<file path="src/rtl/bcs_pkg.sv">
package bcs_pkg;
  localparam int MODE_W = 12;

  localparam logic [2:0] LEN_ONE   = 3'b000;
  localparam logic [2:0] LEN_TWO   = 3'b001;
  localparam logic [2:0] LEN_FOUR  = 3'b010;
  localparam logic [2:0] LEN_EIGHT = 3'b011;
  localparam logic [2:0] LEN_PAGE  = 3'b111;

  localparam logic [2:0] CAS_TWO   = 3'b010;
  localparam logic [2:0] CAS_THREE = 3'b011;

  typedef struct packed {
    logic [2:0] lenCode;
    logic       interleave;
    logic       casThree;
    logic       wbSingle;
  } modeCfg_t;

  typedef struct packed {
    logic load;
    logic step;
  } seqStrobe_t;
endpackage

</file>
<file path="src/rtl/bcs_mode_dec.sv">
module bcs_mode_dec
  import bcs_pkg::*;
(
  input  logic              clk,
  input  logic              rstN,
  input  logic              modeLoad,
  input  logic [MODE_W-1:0] modeWord,
  output modeCfg_t          cfg,
  output logic              modeErr
);
  localparam int LEN_LO  = 0;
  localparam int TYPE_B  = 3;
  localparam int CAS_LO  = 4;
  localparam int OP_LO   = 7;
  localparam int WB_B    = 9;
  localparam int RSV_LO  = 10;

  logic [2:0] lenField;
  logic [2:0] casField;
  logic       lenOk;
  logic       casOk;
  logic       opOk;
  logic       rsvOk;
  logic       comboOk;
  logic       legal;
  modeCfg_t   nextCfg;

  always_comb begin
    lenField = modeWord[LEN_LO +: 3];
    casField = modeWord[CAS_LO +: 3];
    lenOk    = (lenField == LEN_ONE) || (lenField == LEN_TWO) ||
               (lenField == LEN_FOUR) || (lenField == LEN_EIGHT) ||
               (lenField == LEN_PAGE);
    casOk    = (casField == CAS_TWO) || (casField == CAS_THREE);
    opOk     = (modeWord[OP_LO +: 2] == 2'b00);
    rsvOk    = (modeWord[RSV_LO +: 2] == 2'b00);
    comboOk  = !((lenField == LEN_PAGE) && modeWord[TYPE_B]);
    legal    = lenOk && casOk && opOk && rsvOk && comboOk;

    nextCfg.lenCode    = lenField;
    nextCfg.interleave = modeWord[TYPE_B];
    nextCfg.casThree   = (casField == CAS_THREE);
    nextCfg.wbSingle   = modeWord[WB_B];
  end

  always_ff @(posedge clk) begin
    if (!rstN) begin
      cfg.lenCode    <= LEN_ONE;
      cfg.interleave <= 1'b0;
      cfg.casThree   <= 1'b0;
      cfg.wbSingle   <= 1'b0;
      modeErr        <= 1'b0;
    end else if (modeLoad) begin
      if (legal) begin
        cfg <= nextCfg;
      end else begin
        modeErr <= 1'b1;
      end
    end
  end
endmodule

</file>
<file path="src/rtl/bcs_ctrl.sv">
module bcs_ctrl
  import bcs_pkg::*;
(
  input  logic       clk,
  input  logic       rstN,
  input  logic       cmdStart,
  input  logic       advance,
  input  logic       terminate,
  input  logic       atLast,
  output seqStrobe_t strobe,
  output logic       colValid,
  output logic       lastBeat
);
  logic active;

  always_comb begin
    strobe.load = cmdStart;
    strobe.step = advance && active && !atLast && !cmdStart;
    colValid    = active;
    lastBeat    = active && atLast;
  end

  always_ff @(posedge clk) begin
    if (!rstN) begin
      active <= 1'b0;
    end else if (cmdStart) begin
      active <= 1'b1;
    end else if (terminate) begin
      active <= 1'b0;
    end else if (advance && active && atLast) begin
      active <= 1'b0;
    end
  end
endmodule

</file>
<file path="src/rtl/bcs_dp.sv">
module bcs_dp
  import bcs_pkg::*;
#(
  parameter int COL_W = 8
) (
  input  logic             clk,
  input  logic             rstN,
  input  seqStrobe_t       strobe,
  input  logic [COL_W-1:0] cmdCol,
  input  logic             cmdWrite,
  input  modeCfg_t         cfg,
  output logic [COL_W-1:0] colOut,
  output logic             atLast
);
  localparam logic [COL_W-1:0] ONE_BEAT = COL_W'(1);

  function automatic logic [COL_W-1:0] lenMask(input logic [2:0] code);
    case (code)
      LEN_ONE:   lenMask = '0;
      LEN_TWO:   lenMask = COL_W'(1);
      LEN_FOUR:  lenMask = COL_W'(3);
      LEN_EIGHT: lenMask = COL_W'(7);
      default:   lenMask = '1;
    endcase
  endfunction

  logic [COL_W-1:0] baseCol;
  logic [COL_W-1:0] beatIdx;
  logic [COL_W-1:0] blkMask;
  logic             pageMode;
  logic             xorOrder;
  logic             singleWr;
  logic [COL_W-1:0] offsSeq;
  logic [COL_W-1:0] offsXor;
  logic [COL_W-1:0] offs;

  assign singleWr = cmdWrite && cfg.wbSingle;

  always_ff @(posedge clk) begin
    if (!rstN) begin
      baseCol  <= '0;
      beatIdx  <= '0;
      blkMask  <= '0;
      pageMode <= 1'b0;
      xorOrder <= 1'b0;
    end else if (strobe.load) begin
      baseCol  <= cmdCol;
      beatIdx  <= '0;
      blkMask  <= singleWr ? '0 : lenMask(cfg.lenCode);
      pageMode <= !singleWr && (cfg.lenCode == LEN_PAGE);
      xorOrder <= !singleWr && cfg.interleave;
    end else if (strobe.step) begin
      beatIdx <= beatIdx + ONE_BEAT;
    end
  end

  always_comb begin
    offsSeq = baseCol + beatIdx;
    offsXor = baseCol ^ beatIdx;
    offs    = xorOrder ? offsXor : offsSeq;
    colOut  = (baseCol & ~blkMask) | (offs & blkMask);
    atLast  = !pageMode && (beatIdx == blkMask);
  end
endmodule

</file>
<file path="src/rtl/burst_col_seq.sv">
module burst_col_seq
  import bcs_pkg::*;
(
  input  logic        clk,
  input  logic        rstN,
  input  logic        modeLoad,
  input  logic [11:0] modeWord,
  input  logic        cmdStart,
  input  logic [7:0]  cmdCol,
  input  logic        cmdWrite,
  input  logic        advance,
  input  logic        terminate,
  output logic [7:0]  colOut,
  output logic        colValid,
  output logic        lastBeat,
  output logic [1:0]  casLat,
  output logic        modeErr
);
  modeCfg_t   cfg;
  seqStrobe_t strobe;
  logic       atLast;

  bcs_mode_dec u_mode (
    .clk      (clk),
    .rstN     (rstN),
    .modeLoad (modeLoad),
    .modeWord (modeWord),
    .cfg      (cfg),
    .modeErr  (modeErr)
  );

  bcs_ctrl u_ctrl (
    .clk       (clk),
    .rstN      (rstN),
    .cmdStart  (cmdStart),
    .advance   (advance),
    .terminate (terminate),
    .atLast    (atLast),
    .strobe    (strobe),
    .colValid  (colValid),
    .lastBeat  (lastBeat)
  );

  bcs_dp #(.COL_W(8)) u_dp (
    .clk      (clk),
    .rstN     (rstN),
    .strobe   (strobe),
    .cmdCol   (cmdCol),
    .cmdWrite (cmdWrite),
    .cfg      (cfg),
    .colOut   (colOut),
    .atLast   (atLast)
  );

  assign casLat = cfg.casThree ? 2'd3 : 2'd2;
endmodule

</file>
<file path="config.mk">
export PLATFORM = sky130hd
export DESIGN_NAME = burst_col_seq
export DESIGN_NICKNAME = d
export VERILOG_FILES = /design/src/rtl/bcs_pkg.sv /design/src/rtl/bcs_mode_dec.sv /design/src/rtl/bcs_ctrl.sv /design/src/rtl/bcs_dp.sv /design/src/rtl/burst_col_seq.sv
export SDC_FILE = /design/constraint.sdc
export NUM_CORES = 1
export LEC_CHECK = 0
export BUFFER_PORTS_ARGS = -buffer_cell sky130_fd_sc_hd__buf_2
export CAP_MARGIN = 20
export CORE_UTILIZATION = 50
export DETAILED_ROUTE_END_ITERATION = 7
export PLACE_DENSITY = 0.75
export SYNTH_ARGS = -nofsm -noshare
export SYNTH_HDL_FRONTEND = slang
export SYNTH_SLANG_ARGS = --single-unit
</file>
<file path="constraint.sdc">
create_clock -name clk -period 5.4 [get_ports clk]
set_clock_uncertainty 0.1 [all_clocks]
set_input_delay 1.08 -clock clk [delete_from_list [all_inputs] [get_ports clk]]
set_output_delay 1.08 -clock clk [all_outputs]
set_load 0.05 [all_outputs]
</file>
== Word-level counts from Yosys, hierarchy flattened ==
Index checks and enable logic that the tools add are counted.
Operators by class
  add/sub/neg operators: 2
  multiply operators: 0
  div/mod/pow operators: 0
  $lt $le $gt $ge: 0
  eq/ne operators: 11
  shift-type cells: 0
  muxes and demuxes: 7
  bitwise gates (word level): 7
  reductions and logical operators: 32
Operator list (number)
  8-bit case mux with 4 select lines: 1
  3-bit by 2-bit == test with 1-bit output, second input constant: 6
  8-bit AND: 2
  8-bit 2-to-1 mux: 2
  1-bit logical AND: 14
  8-bit by 1-bit adder with 8-bit output, second input constant: 1
  8-bit adder: 1
  8-bit == test: 1
  8-bit inverter: 1
  8-bit OR: 1
  8-bit XOR: 1
  3-bit by 1-bit == test with 1-bit output, second input constant: 2
  3-bit == test, second input constant: 2
  3-bit zero test: 2
  1-bit zero test: 5
  1-bit logical OR: 5
  2-bit zero test: 2
  1-bit 2-to-1 mux: 4
  2-bit AND reduction: 2
  3-bit nonzero test: 1
  1-bit inverter: 2
  2-bit OR reduction: 1
Word-level totals
  bits in registers: 34
  latch bits: 0
  RAM bits: 0
  bits in read-only memories: 0
  output and inout port bits: 13
  word-level logic and storage cells: 70
  memories kept: 0

== Depth between registers and ports, before layout ==
Gate-level depths: netlist of the first run.
  depth in word-level cells: 11
  mapped depth: 8
  depth with buffers taken out: 8

== Modules after synthesis ==
From an unflattened synthesis of the first run, not the netlist that was laid out.
Second synthesis, totals
  cell total of the unflattened synthesis: 203
  area, all modules: 1780.5 um^2
By module, submodules not included
  bcs_dp: times used 1, cells each 160, area an instance 1356.3 um^2, sequential area each 440.4 um^2
  bcs_mode_dec: times used 1, cells each 34, area an instance 340.3 um^2, sequential area each 140.1 um^2
  bcs_ctrl: times used 1, cells each 7, area an instance 72.6 um^2, sequential area each 20.0 um^2
  burst_col_seq: times used 1, cells each 2, area an instance 11.3 um^2, sequential area each 0.0 um^2

== Worst setup path after synthesis of the first run ==
No wires, ideal clock.
  kind: register to output
  start: reg u_dp.beatIdx[0]
  end: out colOut[4]
  arrival: 2266 ps
  required time: 4220 ps
  slack: 1954 ps
  stages on the path, launching flop included: 9
  buffers on the path: 0
  path through: dfxtp_1 > ha_1 > inv_1 > fa_1 > nor2b_1 > o21ai_0 > a21oi_1 > xnor2_1 > a21oi_1
On the way
  cells in the longest elaborated chain, start to end: 4
Ends and longest elaborated chain
  start: declaration: line bcs_dp.sv:28  | logic [COL_W-1:0] beatIdx;
  start signal: assignment: line bcs_dp.sv:53  | beatIdx <= beatIdx + ONE_BEAT;
  8-bit adder: line bcs_dp.sv:58  | offsSeq = baseCol + beatIdx;
  8-bit 2-to-1 mux: line bcs_dp.sv:60  | offs = xorOrder ? offsXor : offsSeq;
  8-bit AND: line bcs_dp.sv:61  | colOut = (baseCol & ~blkMask) | (offs & blkMask);
  8-bit OR: line bcs_dp.sv:61
  end: declaration: line burst_col_seq.sv:13  | output logic [7:0] colOut,
Every way passes these cells.

== Final worst setup path of the first run ==
  start: reg u_dp.beatIdx[6]
  end: out colOut[7]
Same word-level chain as after synthesis.

==> reports/results.tsv, run 1 <==
stage	metric	value	unit
setup_path	timing.rr.end	u_dp.beatIdx[5]	
setup_path	start_kind	flop	
yosys	synthCells	213	
power_and_ir_drop	p_int	311.3	uW
power_and_ir_drop	switching_share	29.03	%
setup_path	critPathCaptureType	output port	
yosys	synth_top_flop_cell	dfxtp_1	
sta	fin_hold_ws	0.3541	ns
finish	drive_gt1_share	19.68	%
power_and_ir_drop	p_per_area	214.3	mW/mm2
yosys	synth_edf_count	0	
yosys	ys_seq_area_share	33.59	%
die	core.rowCount	21	
sta	worstMarginPinSlew	0.6792	ns
clock_tree	cts_hold_buf	0	
setup_path	critPathLaunch	u_dp.beatIdx[6]	
sta	period_needed	3.641	ns
setup_path	crit_arrival	2.46	ns
finish	final_net_count	284	
power_and_ir_drop	finalPower	438.7	uW
routing	totalWireLength	3893	um
sta	drv_slew	0	
clock_tree	root_buffer	clkbuf_4	
die	core_area	0.003390	mm2
setup_path	r2r-start	u_dp.blkMask[6]	
routing	vias	1575	
finish	final_cell_area	0.002047	mm2
global_route	grt_pass1_vias	1407	
place	place_congestion	0.8137	
setup_path	cp_max_fo	7	
die	io_pins	40	
place	dpl.hpwl	2915	um
clock_tree	clk-insertion-delay-late	0.34	ns
place	placed_cell_area	0.001983	mm2
yosys	synth_top_area_share	33.59	%
job	drv_cap	0	
setup_path	r2r_slack	3.27	ns
clock_tree	cts.reportedPaths.clkPinSlew	0.10	ns
setup_path	crit_required	4.22	ns
die	die_y	61.80	um
routing	wl_per_cell	13.20	um
sta	max_freq	274.6	MHz
clock_tree	clk_path_buf_depth	2	
finish	utilization	60.39	%
power_and_ir_drop	p_sw	127.4	uW
yosys	synth-async-reset-ratio	0	%
yosys	syn_area	0.001788	mm2
die	die_area	0.003819	mm2
sta	fin_crit_sh	67.43	%
sta	final.setup.tns	0	ns
die	die_w	61.80	um
yosys	synth.cells.most_frequent	30 x dfxtp_1, 21 x nor2_1, 19 x nand2_1, 17 x nor2b_1, 15 x mux2i_1	
sta	finalHoldViolCount	0	
setup_path	endpoint	colOut[7]	
power_and_ir_drop	p_clk_share	33.2	%
global_route	grt_first_pass_wirelength	6341	um
yosys	syn_nets	249	
clock_tree	cts_setup_buffers	0	
sta	final-setup-viol-count	0	
yosys	synth_warnings	0	
finish	syn2layout_area_growth	14.49	%
die	initial_core_util	52.75	%
setup_path	ff2ff_path_depth	5	
clock_tree	cts_tree	done	
global_route	grt_start_max_net_pins	21	
finish	antennaDiodeCount	0	
yosys	synth_area_leaders	dfxtp_1 34%, mux2i_1 8.4%, nor2b_1 5.9%	
clock_tree	cts_resized	0	
place	numPortBuffers	38	
power_and_ir_drop	worst_ir_drop_vdd	165.9	uV
routing	vias_per_cell	5.339	
yosys	synth-seq-cells	30	
global_route	antenna_found_initial	0	
routing	drtIter0Drc	83	
sta	rsz0062_at_grt	no	
power_and_ir_drop	p_seq_share	52.4	%
global_route	track_usage	23.38	%
clock_tree	cts.htree.levels	2	
global_route	grt_overflow	0	
power_and_ir_drop	leakagePower	0.8517	nW
yosys	synth_cell_types	43	
clock_tree	cts_made_buffers	5	
run_status	outcome	finished clean	
power_and_ir_drop	combPwrFrac	14.5	%
yosys	synth_top_cell_by_area	dfxtp_1	
min_path	hold_depth	2	
setup_path	critPathKind	flop to output port	
routing	final_antenna_net_count	0	
min_path	hold_path.class	flop to flop	
routing	dr.pass1.iters	4	
clock_tree	cts_sinks	30	
sta	maxSlewHeadroom	54.63	%
yosys	syn_area_per_cell	8.394	um2
routing	drc	0	
yosys	yosysMostFrequentCell	dfxtp_1	
==> per-stage QoR <==
stage / std cells / setup slack [ns]
floorplan: 213 / 1.954
global placement: 287 / 2.230
detailed placement: 287 / 2.173
CTS: 295 / 1.795
global route: 295 / 1.595
finish: 295 / 1.759
==> state kept, by name, summed over array words and instances (netlist names) <==
register,flops
u_ctrl.colValid,1
u_dp.pageMode,1
u_dp.beatIdx,8
u_mode.modeErr,1
u_dp.xorOrder,1
u_mode.cfg,6
u_dp.baseCol,8
u_dp.blkMask,4
==> metal layers <==
metal	global-route usage, %	up-vias	wire [um]
met4	8.889	0	62
met2	39.63	37	1816
met5	0	-	0
met3	7.660	8	220
met1	27.48	714	1793
li1	-	816	-
==> kinds of logic (layout without fill, tap and decap cells) <==
kind of cell / after synthesis / count (layout) / share of synthesized area (%)
muxes: 16 / 16 / 9.027
AOI/OAI and AO/OA: 44 / 44 / 16.73
other: 1 / 1 / 0.2097
buffers and inverters: 15 / 51 / 3.989
and+or+nand+nor: 88 / 88 / 24.84
DFF: 30 / 30 / 33.59
xor gates and xnor gates: 10 / 10 / 4.898
adders and majority gates: 9 / 9 / 6.718
==> power by group through the flow <==
stage	registers (mW)	clock network [mW]	logic [mW]
2_1_floorplan	0.237	0	0.0417
3_3_place_gp	0.235	0	0.0628
3_5_place_dp	0.235	0	0.0637
4_1_cts	0.230	0.148	0.0638
5_1_grt	0.231	0.161	0.0693
6_report	0.230	0.145	0.0634
==> how the worst min path moves through the flow <==
stage,slack [ns],startpoint,end
after floorplan,0.32,u_dp.pageMode,u_dp.pageMode
after global placement,0.34,u_dp.pageMode,u_dp.pageMode
after detailed placement,0.34,u_dp.pageMode,u_dp.pageMode
after CTS,0.36,u_dp.pageMode,u_dp.pageMode
after global routing,0.39,u_dp.pageMode,u_dp.pageMode
final,0.35,u_dp.pageMode,u_dp.pageMode
==> critical path: stages (launching register included) <==
cell and delay [ns]:
dfxtp_1 0.44, ha_1 0.34, a2111oi_0 0.47, nor4_1 0.10, nand2_1 0.10, mux2i_1 0.26
xor2_1 0.16, buf_2 0.27
==> cell usage in the layout (no fill, tap or decap), types with 7 or more instances in the layout <==
cell	count
nor2b_1	17
buf_2	38
nor2_1	21
nand3_1	7
mux2i_1	15
dfxtp_1	30
a21oi_1	13
nand2_1	19
o21ai_0	10
ha_1	8
==> area by class of cell <==
type	instances	area (um2)
clock buffers	6	51.30
clock inverters	2	12.51
fillers	323	1343
inverters	5	18.77
multi-input cells	168	1116
flip-flops and latches	30	600.6
well taps	46	57.56
repair buffers	38	190.2
Power figures use the tool's default switching activity.
==> run 2, diff against run 1 <==
--- a/config.mk
+++ b/config.mk
@@ -5,11 +5,12 @@
 export SDC_FILE = /design/constraint.sdc
 export NUM_CORES = 1
 export LEC_CHECK = 0
+export ABC_AREA = 1
 export BUFFER_PORTS_ARGS = -buffer_cell sky130_fd_sc_hd__buf_2
 export CAP_MARGIN = 20
 export CORE_UTILIZATION = 50
 export DETAILED_ROUTE_END_ITERATION = 7
-export PLACE_DENSITY = 0.75
+export PLACE_DENSITY = 0.74
 export SYNTH_ARGS = -nofsm -noshare
 export SYNTH_HDL_FRONTEND = slang
 export SYNTH_SLANG_ARGS = --single-unit
==> constraint.sdc (replaced) <==
create_clock -name clk -period 3.46 [get_ports clk]
set_clock_uncertainty 0.1 [all_clocks]
set_input_delay 0.692 -clock clk [delete_from_list [all_inputs] [get_ports clk]]
set_output_delay 0.692 -clock clk [all_outputs]
set_load 0.05 [all_outputs]
==> reports/results.tsv, run 2 <==
stage	metric	value	unit	change
run_status	outcome	finished clean		
finish	reg.largest.list	u_dp.baseCol x8, u_dp.beatIdx x8, u_mode.cfg x6		
yosys	syn_area	0.001897	mm2	+6.1%
setup_path	start_kind	flop		
routing	totalWireLength	4269	um	+9.7%
yosys	synth_warnings	0		unchanged
yosys	synth_top_area_share	31.66	%	-1.9 points
global_route	use_met3	5.978	%	-1.7 points
sta	fin_crit_sh	86.25	%	
die	core_area	0.003661	mm2	+8.0%
yosys	ys_seq_area_share	31.66	%	-1.9 points
power_and_ir_drop	worst_ir_drop_vdd	253.2	uV	+53%
routing	wl_per_cell	11.48	um	-13%
global_route	grt_overflow	0		unchanged
global_route	gr-max-usage-layer	met2		
yosys	synth_top_cell_by_area	dfxtp_1		
global_route	grt_start_max_net_pins	17		-19%
yosys	synth_edf_count	0		unchanged
finish	drive_gt1_share	17.90	%	-1.8 points
clock_tree	cts_setup_buffers	0		unchanged
sta	final.setup.tns	0	ns	unchanged
setup_path	crit_chain	ha_1 -> inv_1 -> fa_1 -> inv_1 -> nand4_1 -> o211ai_1 -> nand2_1 -> nand2_1 -> nand3_1 -> nand2_1 -> buf_2		
setup_path	r2r_slack	1.71	ns	-1.56 ns
setup_path	crit_arrival	2.19	ns	-0.27 ns
setup_path	cp_max_fo	6		-1
clock_tree	cts_made_buffers	5		unchanged
global_route	grt_first_pass_wirelength	7534	um	+19%
finish	final_net_count	359		+26%
place	dpl.hpwl	3230	um	+11%
finish	mostFrequentLayoutCells	88 x nand2_1, 38 x buf_2, 33 x inv_1, 30 x dfxtp_1, 26 x nor2_1		
finish	utilization	60.94	%	+0.55 points
clock_tree	clk-insertion-delay-late	0.28	ns	-0.06 ns
routing	vias_per_cell	5.075		-4.9%
global_route	use_met1	28.08	%	+0.60 points
sta	max_freq	335.1	MHz	
die	die_w	63.59	um	+2.9%
global_route	met2_usage	41.22	%	+1.6 points
sta	final-setup-viol-count	0		unchanged
setup_path	cp_slowest_stage_delay	0.43	ns	-0.04 ns
setup_path	crit_slowest_cell	dfxtp_1		
routing	drtIter0Drc	121		+46%
job	drv_cap	0		unchanged
yosys	synth.cells.most_frequent	88 x nand2_1, 33 x inv_1, 30 x dfxtp_1, 26 x nor2_1, 21 x nand3_1		
clock_tree	cts_tree	done		
global_route	track_usage	23.77	%	+0.39 points
die	io_pins	40		unchanged
global_route	grt_pass1_vias	1789		+27%
setup_path	crit_path_frequent_cell	nand2_1		
clock_tree	cts_hold_buf	0		unchanged
clock_tree	clk_path_buf_depth	2		unchanged
die	die_area	0.004044	mm2	+5.9%
sta	finalHoldViolCount	0		unchanged
routing	vias	1888		+20%
setup_path	critPathCaptureType	output port		
setup_path	critPathKind	flop to output port		
routing	dr.pass1.iters	4		unchanged
die	core.rowCount	22		+4.8%
place	place_congestion	0.8993		+11%
routing	final_antenna_net_count	0		unchanged
setup_path	crit_required	2.67	ns	-1.55 ns
routing	drc	0		unchanged
sta	drv_slew	0		unchanged
yosys	syn_area_per_cell	6.632	um2	-21%
sta	rsz0062_at_grt	no		
yosys	synth_top_flop_cell	dfxtp_1		
die	initial_core_util	51.81	%	-0.94 points
yosys	synth-seq-cells	30		unchanged
yosys	synth_area_leaders	dfxtp_1 32%, nand2_1 17%, inv_1 6.5%		
power_and_ir_drop	p_per_area	407.3	mW/mm2	+90%
setup_path	crit_family	adder cells		
clock_tree	cts_resized	0		unchanged
yosys	synth-async-reset-ratio	0	%	unchanged
min_path	hold_path.class	flop to flop		
clock_tree	cts.htree.levels	2		unchanged
finish	antennaDiodeCount	0		unchanged
finish	syn2layout_area_growth	17.61	%	
die	die_y	63.59	um	+2.9%
finish	mostFrequentLayoutCell	nand2_1		
clock_tree	cts.reportedPaths.clkPinSlew	0.07	ns	-0.03 ns
clock_tree	root_buffer	clkbuf_8		
setup_path	critical_path_buf_inv_count	3		+2
sta	period_needed	2.984	ns	
yosys	synth_cell_types	32		-26%
clock_tree	cts_sinks	30		unchanged
yosys	yosysMostFrequentCell	nand2_1		
yosys	syn_nets	322		+29%
power_and_ir_drop	leakagePower	1.048	nW	+23%
global_route	antenna_found_initial	0		unchanged
place	numPortBuffers	38		unchanged
yosys	synthCells	286		+34%
run 2: cell count changes after synthesis, moves of 4 or more:
cell | previous run | this run
nand2_1 | 19 | 88
inv_1 | 5 | 33
nor2b_1 | 17 | 0
mux2i_1 | 15 | 0
nand3_1 | 7 | 21
nand4_1 | 1 | 12
nand2b_1 | 6 | 0
a21oi_1 | 13 | 18
nor2_1 | 21 | 26
nor3_1 | 5 | 0
a31o_1 | 4 | 0
clkbuf_1 | 5 | 1
xnor2_1 | 6 | 2
run 2: worst register-to-register path, stage by stage (launching register included):
cell     delay [ns]
dfxtp_1        0.53
nand2_1        0.14
nor2_1         0.11
nand2_1        0.05
nand2_1        0.07
nand3_2        0.25
nand3_2        0.23
nand2_1        0.07
a21oi_1        0.13
run 2: final timing paths:
path         cells after the start               to            start
max reg2reg                      8  u_dp.beatIdx[5]  u_dp.beatIdx[4]
min reg2reg                      2    u_mode.cfg[1]    u_mode.cfg[1]
max                             11        colOut[6]  u_dp.beatIdx[0]
min                              2    u_mode.cfg[1]    u_mode.cfg[1]
run 2: final cells by class:
class	instances	area, um2
clock inverter	2	60.06
tap	48	60.06
inverter	37	141.4
multi-input combinational	211	1096
clock buffer	6	82.58
sequential	30	600.6
timing repair buffer	38	190.2
fill	373	1430
run 2: metal layers:
metal / up-vias / share of wire [%]
met1: 844 / 48
met4: 0 / 1.1
met3: 5 / 3.9
li1: 998 / -
met5: - / 0
met2: 41 / 47
run 2: per-stage QoR:
step	power, mW	hold WS (ns)	cells	setup slack (ns)	instance area, um2
finish	0.9086	0.3613	372	0.4757	2231
global route	0.9399	0.3877	372	0.2658	2231
CTS	0.9128	0.3636	372	0.4692	2231
detailed placement	0.4688	0.3539	364	0.7942	2088
global placement	0.4675	0.3483	364	0.7924	2088
floorplan	0.4348	0.3412	286	0.2382	1897
run 2: cell families (layout without fill, tap and decap cells):
group	Yosys count	count (layout)	share of synthesized area, %
flops	30	30	31.66
buf+inv	45	83	10.55
fa+ha+maj	9	9	6.333
other cells	1	1	0.1977
xor+xnor	4	4	1.847
simple gates	158	158	38.06
compound gates	39	39	11.35
run 2: power by group:
part / switching (mW) / leakage, nW / internal, mW
Clock: 0.141 / 0.0714 / 0.307
Sequential: 0.00498 / 0.244 / 0.353
Combinational: 0.0732 / 0.733 / 0.0296
Total: 0.219 / 1.05 / 0.690
==> run 3, diff against run 2 <==
--- a/config.mk
+++ b/config.mk
@@ -7,10 +7,10 @@
 export LEC_CHECK = 0
 export ABC_AREA = 1
 export BUFFER_PORTS_ARGS = -buffer_cell sky130_fd_sc_hd__buf_2
-export CAP_MARGIN = 20
+export CAP_MARGIN = 30
 export CORE_UTILIZATION = 50
 export DETAILED_ROUTE_END_ITERATION = 7
-export PLACE_DENSITY = 0.74
+export PLACE_DENSITY = 0.83
 export SYNTH_ARGS = -nofsm -noshare
 export SYNTH_HDL_FRONTEND = slang
 export SYNTH_SLANG_ARGS = --single-unit
==> reports/results.tsv, run 3 (synthesis gave the netlist of run 2 again) <==
stage	metric	value	unit	change
run_status	outcome	finished clean		
power_and_ir_drop	leakagePower	1.020	nW	-2.6%
clock_tree	clk-insertion-delay-late	0.28	ns	about the same
sta	drv_slew	0		unchanged
setup_path	critPathKind	flop to output port		
setup_path	crit_arrival	2.21	ns	+0.02 ns
clock_tree	clk_path_buf_depth	2		unchanged
sta	finalHoldViolCount	0		unchanged
die	die_y	63.59	um	unchanged
clock_tree	cts.reportedPaths.clkPinSlew	0.06	ns	about the same
sta	final-setup-viol-count	0		unchanged
clock_tree	cts_tree	done		
routing	vias_per_cell	5.105		+0.59%
finish	mostFrequentLayoutCells	88 x nand2_1, 38 x buf_2, 33 x inv_1, 30 x dfxtp_1, 26 x nor2_1		
global_route	use_met3	3.804	%	-2.2 points
sta	fin_crit_sh	86.76	%	+0.51 points
clock_tree	cts_made_buffers	5		unchanged
die	core_area	0.003661	mm2	unchanged
min_path	hp-start	u_mode.cfg[0]		
global_route	use_met1	29.72	%	+1.6 points
die	core.rowCount	22		unchanged
place	place_congestion	0.8576		-4.6%
finish	drive_gt1_share	17.65	%	-0.25 points
routing	vias	1894		+0.32%
power_and_ir_drop	finalPower	724.6	uW	-20%
setup_path	ff2ff_path_depth	8		unchanged
clock_tree	cts_setup_buffers	0		unchanged
die	io_pins	40		unchanged
global_route	grt_pass1_vias	1736		-3.0%
global_route	met2_usage	38.56	%	-2.7 points
global_route	grt_first_pass_wirelength	7417	um	-1.6%
clock_tree	root_buffer	clkbuf_8		
routing	wl_per_cell	11.24	um	-2.0%
setup_path	crit_chain	ha_1 -> inv_1 -> fa_1 -> inv_1 -> nand3_1 -> a21oi_1 -> xnor2_1 -> o21ai_0 -> buf_2		
job	drv_cap	0		unchanged
power_and_ir_drop	worst_ir_drop_vdd	260.2	uV	+2.7%
power_and_ir_drop	p_per_area	334.4	mW/mm2	-18%
global_route	antenna_found_initial	0		unchanged
die	die_w	63.59	um	unchanged
clock_tree	cts.htree.levels	2		unchanged
global_route	track_usage	23.40	%	-0.38 points
setup_path	endpoint	colOut[4]		
die	die_area	0.004044	mm2	unchanged
setup_path	r2r-start	u_dp.blkMask[6]		
finish	reg.largest.list	u_dp.baseCol x8, u_dp.beatIdx x8, u_mode.cfg x6		
setup_path	critPathLaunch	u_dp.beatIdx[0]		
finish	antennaDiodeCount	0		unchanged
place	dpl.hpwl	3154	um	-2.4%
sta	worstMarginPinSlew	0.5200	ns	
clock_tree	cts_resized	0		unchanged
setup_path	cp_slowest_stage_delay	0.43	ns	about the same
global_route	grt_overflow	0		unchanged
setup_path	crit_slowest_cell	dfxtp_1		
sta	period_needed	3.002	ns	+0.01764 ns
clock_tree	cts_hold_buf	0		unchanged
global_route	gr-max-usage-layer	met2		
finish	final_net_count	359		unchanged
setup_path	start_kind	flop		
setup_path	timing.rr.end	u_dp.beatIdx[4]		
sta	max_freq	333.1	MHz	-0.59%
setup_path	crit_required	2.67	ns	about the same
global_route	grt_start_max_net_pins	17		unchanged
place	numPortBuffers	38		unchanged
setup_path	critPathCaptureType	output port		
setup_path	cp_max_fo	6		unchanged
setup_path	crit_path_frequent_cell	inv_1		
routing	drc	0		unchanged
sta	final.setup.tns	0	ns	unchanged
die	initial_core_util	51.81	%	unchanged
setup_path	r2r_slack	1.70	ns	about the same
min_path	hold_path.class	flop to flop		
sta	rsz0062_at_grt	no		
sta	maxSlewHeadroom	65.30	%	
clock_tree	cts_sinks	30		unchanged
routing	totalWireLength	4171	um	-2.3%
finish	mostFrequentLayoutCell	nand2_1		
finish	syn2layout_area_growth	14.25	%	
routing	dr.pass1.iters	4		unchanged
routing	drtIter0Drc	141		+17%
routing	final_antenna_net_count	0		unchanged
-- run 3: cell count changes in the layout (fill, tap and decap cells not counted), sizes merged --
cell	delta
bufinv	-2
clkinv	+2
clkbuf	-1
-- run 3: report_power, final --
group / internal (mW) / switching, mW
sequential: 0.353 / 0.00508
clock: 0.135 / 0.129
combinational: 0.0296 / 0.0729
total: 0.517 / 0.207
-- run 3: how the worst min path moves through the flow --
| stage | end | slack (ns) | cells after the start |
|---|---|---|---|
| after global placement | u_mode.cfg[1] | 0.35 | 2 |
| after CTS | u_mode.cfg[0] | 0.37 | 2 |
| after global routing | u_dp.baseCol[5] | 0.40 | 2 |
| after detailed placement | u_mode.modeErr | 0.36 | 2 |
| after floorplan | u_mode.cfg[0] | 0.34 | 2 |
| final | u_mode.cfg[0] | 0.37 | 2 |
-- run 3: through the flow --
step                hold WS, ns  cells  util, %  cell area (um2)  setup WS, ns
global route             0.3975    371    59.19             2167        0.2262
floorplan                0.3412    286        -             1897        0.2382
finish                   0.3671    371    59.19             2167        0.4581
detailed placement       0.3587    364    57.04             2088        0.7858
CTS                      0.3694    371    59.19             2167        0.4501
global placement         0.3509    364    57.04             2088        0.8045
-- run 3: metal layers --
metal / vias to the layer above / part of all wire (%) / wire (um)
li1: 998 / - / -
met1: 854 / 47 / 1940
met2: 34 / 48 / 1985
met3: 8 / 4.3 / 178
met4: 0 / 1.6 / 66
met5: - / 0 / 0
-- run 3: layout make-up --
type	count	area [um2]
fillers	360	1494
multi-input cells	211	1096
flip-flops and latches	30	600.6
repair buffers	38	190.2
inverters	37	141.4
clock buffers	5	68.82
well taps	48	60.06
clock inverters	2	10.01
-- run 3: worst max-delay path: cells and delay by family (launching register included) --
family / cells / cell delay (ns)
AOI/OAI and AO/OA: 2 / 0.33
adders and majority gates: 2 / 0.59
buffers and inverters: 3 / 0.43
xor gates and xnor gates: 1 / 0.08
and+or+nand+nor: 1 / 0.06
DFF: 1 / 0.43
